`config.mk`:
```
export PLATFORM = sky130hd
export DESIGN_NAME = rsq_core
export DESIGN_NICKNAME = d
export VERILOG_FILES = /design/src/rtl/rsq_pkg.sv /design/src/rtl/rsq_precond.sv /design/src/rtl/rsq_trial.sv /design/src/rtl/rsq_pack.sv /design/src/rtl/rsq_core.sv
export SDC_FILE = /design/constraint.sdc
export NUM_CORES = 1
export LEC_CHECK = 0
export ABC_AREA = 1
export BUFFER_PORTS_ARGS = -buffer_cell sky130_fd_sc_hd__buf_4
export CORE_MARGIN = 1
export CORE_UTILIZATION = 55
export DETAILED_ROUTE_END_ITERATION = 6
export HOLD_SLACK_MARGIN = 0.06
export PLACE_DENSITY_LB_ADDON = 0.12
export SYNTH_ARGS = -nofsm -noshare
export SYNTH_HDL_FRONTEND = slang
export SYNTH_SLANG_ARGS = --single-unit
```
`constraint.sdc`:
```
create_clock -name clk -period 12.8 [get_ports clk]
set_clock_uncertainty 0.1 [all_clocks]
set_input_delay 1.28 -clock clk [delete_from_list [all_inputs] [get_ports clk]]
set_output_delay 1.28 -clock clk [all_outputs]
set_load 0.02 [all_outputs]
```
`src/rtl/rsq_pkg.sv`:
```
package rsq_pkg;

    typedef enum logic [1:0] {
        PH_IDLE = 2'd0,
        PH_BUSY = 2'd1,
        PH_FIN  = 2'd2
    } rsq_phase_e;

endpackage

```
`src/rtl/rsq_precond.sv`:
```
module rsq_precond #(
    parameter int OP_W  = 9,
    parameter int PRE_W = OP_W + 1
) (
    input  logic [OP_W-1:0]  op_i,
    output logic [PRE_W-1:0] pre_o
);
    // upper half: {a[8:1],1,0} equals ((a with lsb cleared)+1)*2
    // lower half: {a,1} equals 2a+1
    always_comb begin
        if (op_i[OP_W-1]) begin
            pre_o = {op_i[OP_W-1:1], 1'b1, 1'b0};
        end else begin
            pre_o = {op_i, 1'b1};
        end
    end
endmodule

```
`src/rtl/rsq_trial.sv`:
```
module rsq_trial #(
    parameter int PRE_W    = 10,
    parameter int SRCH_W   = 10,
    parameter int THR_LOG2 = 28,
    parameter int PROD_W   = PRE_W + 2 * SRCH_W
) (
    input  logic [PRE_W-1:0]  pre_i,
    input  logic [SRCH_W-1:0] trial_i,
    output logic              below_o
);
    localparam logic [PROD_W-1:0] THRESH = PROD_W'(1) << THR_LOG2;

    logic [2*SRCH_W-1:0] sq;
    logic [PROD_W-1:0]   prod;

    assign sq      = {{SRCH_W{1'b0}}, trial_i} * {{SRCH_W{1'b0}}, trial_i};
    assign prod    = PROD_W'(pre_i) * PROD_W'(sq);
    assign below_o = prod < THRESH;
endmodule

```
`src/rtl/rsq_pack.sv`:
```
module rsq_pack #(
    parameter int OP_W   = 9,
    parameter int SRCH_W = 10,
    parameter int WORD_W = 32
) (
    input  logic [SRCH_W-1:0] last_below_i,
    input  logic              sat_i,
    output logic [OP_W-1:0]   est_o,
    output logic [WORD_W-1:0] word_o
);
    // the loop starts at b = 2^OP_W, so b+1 never drops below 2^OP_W + 1
    localparam logic [SRCH_W:0] FLOOR_C = (SRCH_W + 1)'((2 ** OP_W) + 1);

    logic [SRCH_W:0] c_inc;
    logic [SRCH_W:0] c_sel;
    logic            c_unused;

    assign c_inc    = {1'b0, last_below_i} + (SRCH_W + 1)'(1);
    assign c_sel    = (c_inc < FLOOR_C) ? FLOOR_C : c_inc;
    assign c_unused = ^{c_sel[0], c_sel[SRCH_W:OP_W+1]};

    always_comb begin
        if (sat_i) begin
            est_o  = '1;
            word_o = '1;
        end else begin
            est_o  = c_sel[OP_W:1];
            word_o = {c_sel[OP_W:1], {(WORD_W - OP_W){1'b0}}};
        end
    end
endmodule

```
`src/rtl/rsq_core.sv`:
```
module rsq_core
    import rsq_pkg::*;
#(
    parameter int OP_W     = 9,
    parameter int WORD_W   = 32,
    parameter int SRCH_W   = 10,
    parameter int THR_LOG2 = 28
) (
    input  logic              clk,
    input  logic              rst_n,
    input  logic              start_i,
    input  logic              mode_i,
    input  logic [OP_W-1:0]   operand_i,
    input  logic [WORD_W-1:0] word_i,
    output logic              done_o,
    output logic [OP_W-1:0]   est_o,
    output logic [WORD_W-1:0] word_o
);
    localparam int PRE_W  = OP_W + 1;
    localparam int PROD_W = PRE_W + 2 * SRCH_W;
    localparam int IDX_W  = $clog2(SRCH_W);

    typedef struct packed {
        rsq_phase_e        phase;
        logic [PRE_W-1:0]  pre;
        logic [SRCH_W-1:0] best;
        logic [IDX_W-1:0]  idx;
        logic              sat;
        logic              done;
        logic [OP_W-1:0]   est;
        logic [WORD_W-1:0] word;
    } state_t;

    state_t s_d, s_q;

    logic [OP_W-1:0]   op_sel;
    logic              sat_req;
    logic [PRE_W-1:0]  pre_w;
    logic [SRCH_W-1:0] trial_w;
    logic              below_w;
    logic [OP_W-1:0]   est_w;
    logic [WORD_W-1:0] word_w;
    logic              word_unused;

    assign op_sel      = mode_i ? word_i[WORD_W-1 -: OP_W] : operand_i;
    assign sat_req     = mode_i && (word_i[WORD_W-1 -: 2] == 2'b00);
    assign word_unused = ^word_i[WORD_W-OP_W-1:0];
    assign trial_w     = s_q.best | (SRCH_W'(1) << s_q.idx);

    rsq_precond #(.OP_W(OP_W), .PRE_W(PRE_W)) i_precond (
        .op_i  (op_sel),
        .pre_o (pre_w)
    );

    rsq_trial #(
        .PRE_W(PRE_W), .SRCH_W(SRCH_W), .THR_LOG2(THR_LOG2), .PROD_W(PROD_W)
    ) i_trial (
        .pre_i   (s_q.pre),
        .trial_i (trial_w),
        .below_o (below_w)
    );

    rsq_pack #(.OP_W(OP_W), .SRCH_W(SRCH_W), .WORD_W(WORD_W)) i_pack (
        .last_below_i (s_q.best),
        .sat_i        (s_q.sat),
        .est_o        (est_w),
        .word_o       (word_w)
    );

    always_comb begin
        s_d      = s_q;
        s_d.done = 1'b0;
        case (s_q.phase)
            PH_IDLE: begin
                if (start_i) begin
                    s_d.phase = PH_BUSY;
                    s_d.pre   = pre_w;
                    s_d.best  = '0;
                    s_d.idx   = IDX_W'(SRCH_W - 1);
                    s_d.sat   = sat_req;
                end
            end
            PH_BUSY: begin
                if (below_w) begin
                    s_d.best = trial_w;
                end
                if (s_q.idx == '0) begin
                    s_d.phase = PH_FIN;
                end else begin
                    s_d.idx = s_q.idx - IDX_W'(1);
                end
            end
            PH_FIN: begin
                s_d.est   = est_w;
                s_d.word  = word_w;
                s_d.done  = 1'b1;
                s_d.phase = PH_IDLE;
            end
            default: s_d.phase = PH_IDLE;
        endcase
    end

    always_ff @(posedge clk) begin
        if (!rst_n) begin
            s_q <= '0;
        end else begin
            s_q <= s_d;
        end
    end

    assign done_o = s_q.done;
    assign est_o  = s_q.est;
    assign word_o = s_q.word;
endmodule

```
* Word-level counts from Yosys, hierarchy flattened
Cells that the tools add are included.
** Storage, ports and cells
- Output and inout bits :: 42
- Flip-flop bits (word level) :: 69
- Input port bits :: 45
** Operators by class
- Multipliers :: 2
- Shifts and indexed selects :: 1
- Mux-type cells :: 12
- Add/sub/neg operators :: 2
- Bitwise logic cells :: 1
- Magnitude comparators :: 2
- Eq/ne operators :: 6
- Reduce and logical (&&, ||, !) cells :: 9
** Operators with widths (count)
- $mux W42 :: 1
- $mux W32 :: 1
- $lt A30 B29 Y1 const B :: 1
- $mul A10 B20 Y30 :: 1
- $mux W10 :: 3
- $pmux W14 S2 :: 1
- $mux W27 :: 1
- $mul A10 B10 Y20 :: 1
- $mux W9 :: 2
- $add A10 B1 Y11 const B :: 1
- $lt A11 B10 Y1 const B :: 1
- $or A10 B10 Y10 :: 1
- $shl A1 B4 Y10 const A :: 1
- $ne A2 B2 Y1 const B :: 4
- $reduce_and A3 Y1 :: 2
- $logic_not A2 Y1 :: 2
- $logic_not A4 Y1 :: 1
- $mux W4 :: 1
- $pmux W2 S2 :: 1
- $reduce_and A2 Y1 :: 2
- $sub A4 B1 Y4 const B :: 1
- $eq A2 B1 Y1 const B :: 1
- $eq A2 B2 Y1 const B :: 1
- $mux W2 :: 1
- 2 further kinds :: 2

* Longest topological paths before layout
- Word-level depth :: 7
- Gate-level depth with buffers :: 51
- Mapped depth without buffers :: 50

* Hierarchy
From an unflattened synthesis, not the netlist that was laid out.
** Unflattened totals
- Cell total of the unflattened synthesis :: 1655
- Area, all modules :: 12294.3 µm²
** Modules (own cells, without submodules)
- rsq_trial :: times used 1, area an instance 8433.1 µm², cells each 1108
- rsq_core :: times used 1, area an instance 3153.0 µm², cells each 423
- rsq_pack :: times used 1, area an instance 634.4 µm², cells each 113
- rsq_precond :: times used 1, area an instance 73.8 µm², cells each 11

* Worst setup path before layout
No wires, ideal clock.
- Kind :: flip-flop to flip-flop
- Start point :: reg s_q[43] (netlist bit)
- End point :: reg s_q[47] (netlist bit)
- Setup time :: 0.109 ns
- Path buffers :: 1
- Data required time :: 12.591 ns
- Data arrival time :: 9.275 ns
- Cell stages (with the launch flop) :: 48
- Path slack :: 3.316 ns
- Cells stage by stage :: dfxtp_1 -> inv_1 -> ha_1 -> a21oi_1 -> clkinv_1 -> nand2_1 -> inv_1 -> fa_1 -> inv_1 -> fa_1 -> fa_1 -> inv_1 -> fa_1 -> inv_1 -> fa_1 -> inv_1 -> ha_1 -> inv_1 -> [12 not listed] -> fa_1 -> inv_1 -> fa_1 -> inv_1 -> ha_1 -> nand2_1 -> nor2_1 -> inv_1 -> nor2_1 -> nand2_1 -> nand2_1 -> nor2_1 -> nand3_2 -> nand3_1 -> o21bai_2 -> nand2_1 -> nand2_1 -> inv_1
** Between the ends
- Cells in the longest elaborated chain, start to end :: 7
** RTL lines
- from (decl) :: RTL line rsq_core.sv:34 : state_t s_d, s_q;
- from (signal assigned) :: RTL line rsq_core.sv:105 : s_q <= '0;
- from (signal assigned) :: RTL line rsq_core.sv:107 : s_q <= s_d;
- $shl A1 B4 Y10 (*) :: RTL line rsq_core.sv:48 : assign trial_w = s_q.best | (SRCH_W'(1) << s_q.idx);
- $or A10 B10 Y10 (*) :: RTL line rsq_core.sv:48
- $mul A10 B10 Y20 :: RTL line rsq_trial.sv:16 : assign sq = {{SRCH_W{1'b0}}, trial_i} * {{SRCH_W{1'b0}}, trial_i};
- $mul A10 B20 Y30 :: RTL line rsq_trial.sv:17 : assign prod = PROD_W'(pre_i) * PROD_W'(sq);
- $lt A30 B29 Y1 :: RTL line rsq_trial.sv:18 : assign below_o = prod < THRESH;
- $ne A2 B2 Y1 (no source line)
- $reduce_and A3 Y1 (no source line)
Mark *: on every way between the ends. The rest lies on a longest branch, timed or not. The select of a mux whose other input is x is not followed.
A chain may end at the register's enable or synchronous reset.

* Final worst setup path
- Start point :: reg s_q[43] (netlist bit)
- End point :: reg s_q[50] (netlist bit)
The elaborated chain is that of the path after synthesis.

==> summary.txt <==
Route
  • Final ANT Viol Nets: 0
  • Wire per inst: 14.41 µm
  • Initial drt markers: 465
  • Met2 wire length: 11360 µm
  • Post-detailed-routing wire length: 23940 µm
  • DR top layer: met4
  • Vias post-DR: 8438
  • Met3 wire length: 1092 µm
  • Residual DRC: 0
  • M1 wire length: 11260 µm
  • Pre-Repair DR Iteration Count: 5
  • Via density: 5.080

Clocking
  • Worst-path clk slew: 0.06 ns
  • Cts repair resizes: 0
  • Hold Buf Count CTS: 0
  • Inserted Clock Buffers: 5
  • CTS sink count: 38
  • CTS tree: done
  • Clk_lat worst skew: 0.28 ns
  • Max Buffers Root-to-Sink: 2
  • H-tree depth: 2
  • Post-CTS Setup Inserts: 0
  • Clock root buffer: clkbuf_16

Synth
  • Seq cells post-synth: 38
  • Synth cell types: 46
  • Yosys warnings: 0
  • Synth top cells by count: inv_1 (315), nand2_1 (268), fa_1 (179), nor2_1 (156), ha_1 (117)
  • Mapped Avg Cell Area: 7.617 µm²
  • Count leader, synth: inv_1
  • Mapped Nets: 1738
  • Cell taking the most area after synthesis: fa_1
  • Area share of the largest cell type after synthesis: 0.3367
  • Post-synthesis sequential area ratio: 0.07149
  • Ys async rst share: 0
  • Main flop type after synthesis: dfxtp_1
  • Post-synth EDFFs: 0
  • Top area cells in the synthesized netlist: fa_1 (34%), ha_1 (14%), inv_1 (11%)
  • Mapped Area: 0.01064 mm²
  • Post-Syn Instances: 1397

Critical path
  • Worst r2r src: s_q[43]
  • Worst-case reg-to-reg path depth: 43
  • R2r setup slk: 1.89 ns
  • Slowest stage delay, CP: 0.56 ns
  • Setup Crit Path Kind: flop to flop
  • Worst Setup SP: s_q[43]
  • Crit end category: flop
  • Cell repeated most along the worst path: inv_1
  • Last element of the critical path: s_q[50]
  • CP Data Arrival Time: 10.99 ns
  • Worst-path fanout max: 10
  • CP max stage cell: fa_1
  • Crit start category: flop
  • Capturing point of the worst reg2reg path: s_q[50]
  • CP required: 12.88 ns

Cells and area
  • Layout cells sized above 1: 0.08494
  • P&R area growth vs syn: 5.432%
  • Nets: 1742
  • Multi-input gate area: 0.008238 mm²
  • Final std cells w/o fill: 1661
  • FF+latch area: 760.7 µm²
  • Fillers: 1807
  • ANT cells: 0

Place
  • RD Place Congestion: 0.8626
  • Pre-CTS WS: 1.900 ns
  • Placed cells: 1654
  • PortBufs: 63
  • Hpwl dp: 20480 µm

Timing
  • Post-layout worst setup margin: 1.890 ns
  • Max-slew violations: 0
  • Final hold viol count: 0
  • Worst-Margin Slew: 0.7692 ns
  • Max Fclk: 0.09166 GHz
  • Setup Viol. Count Final: 0
  • Slew HR: 0.4835
  • RSZ-0062 raised after global routing: no
  • Final worst-path cycle share: 0.8524
  • Setup TNS: 0 ns
  • Min Tclk post-route: 10.91 ns

Die
  • Die Y: 141.1 µm
  • Core ar.: 0.01883 mm²
  • Top Ports: 87
  • Chip width: 141.1 µm
  • Starting Density: 0.5651
  • Die area: 0.01991 mm²
  • Row cnt: 50

Global route
  • Initial antenna violation count: 0
  • Global-route wire length before repair: 40980 µm
  • Largest net degree at the start of global routing: 25
  • Vias in the first global route: 8317
  • GRT Overall Usage: 0.2586
  • GR Overflow Total: 0

Outcome
  • Status: finished, final reports clean

Power
  • Pwr dens: 202.1 mW/mm²
  • Lkg Pwr: 6.498 nW
  • Peak VDD IR: 0.1771 mV

Run
  • Total of max-cap violations: 0

Worst hold path
  • Hold Path Class: flop to flop
-- how the worst min path moves through the flow --
stage / end / slack (ns) / startpoint / cells past startpoint
finish: s_q[42] / 0.43 / s_q[42] / 2
global route: est_o[4] / 0.48 / est_o[4] / 2
CTS: s_q[42] / 0.43 / s_q[42] / 2
detailed placement: s_q[42] / 0.42 / s_q[42] / 2
global placement: s_q[42] / 0.41 / s_q[42] / 2
floorplan: s_q[42] / 0.38 / s_q[42] / 2
-- report_power, final --
part / internal [mW] / leakage, nW / switching, mW
clock: 0.0961 / 0.0829 / 0.0465
sequential: 0.131 / 0.312 / 0.0198
combinational: 0.720 / 6.10 / 1.25
-- critical path: cells and delay by family, from the launching register on --
kind / cells / cell delay (ns)
AO/OA/AOI/OAI: 5 / 1.31
adder cells (fa/ha/maj): 13 / 6.02
buffers and inverters: 12 / 1.12
XOR/XNOR: 1 / 0.21
flip-flops: 1 / 0.38
AND/OR/NAND/NOR: 12 / 1.66
-- area by class of cell --
type | count | area share
Clock inverter | 1 | 0.002676
Tap cell | 260 | 0.02900
Timing Repair Buffer | 67 | 0.04483
Multi-Input combinational cell | 963 | 0.7342
Inverter | 326 | 0.1091
Clock buffer | 6 | 0.01238
Sequential cell | 38 | 0.06780
-- cells in the final DEF, fill, tap and decap left out, drive strengths merged --
master	n
inv	320
nand2	285
fa	179
nor2	160
ha	117
buf	67
nand3	66
a21oi	42
dfxtp	38
o21ai	34
xor2	15
or2	11
a31oi	10
nor3	8
xnor2	8
clkinv	6
clkbuf	6
a211oi	5
o21bai	5
a21o	4
nand4	4
nand3b	3
a21boi	2
nor4	2
and2	1
o22ai	1
o211a	1
bufinv	1
-- stage by stage --
step,cell area (µm²),utilization,power [mW],hold WS (ns)
after floorplan,10640,-,1.700,0.3827
after global placement,11050,0.5868,2.104,0.4087
after detailed placement,11050,0.5868,2.142,0.4190
after CTS,11220,0.5958,2.297,0.4311
after global routing,11220,0.5958,2.622,0.4844
final,11220,0.5958,2.268,0.4286
-- registers in the layout (all words and copies together) (netlist names) --
name    cells
done_o      1
est_o       9
s_q        27
word_o      1
-- cell families (layout without fill, tap and decap cells) --
logic type	Yosys count	in the layout	share of synthesized area
and+or+nand+nor	540	540	0.2148
buffers and inverters	396	400	0.1544
adders and majority gates	296	296	0.4743
AOI/OAI and AO/OA	104	104	0.05867
DFF	38	38	0.07149
xor gates and xnor gates	23	23	0.02634
-- metal layers --
layer	up-vias	global-route usage
li1	4148	-
met1	4091	0.3791
met2	184	0.4273
met3	15	0.02378
met4	0	0.03089
met5	-	0
Power figures use the tool's default switching activity.
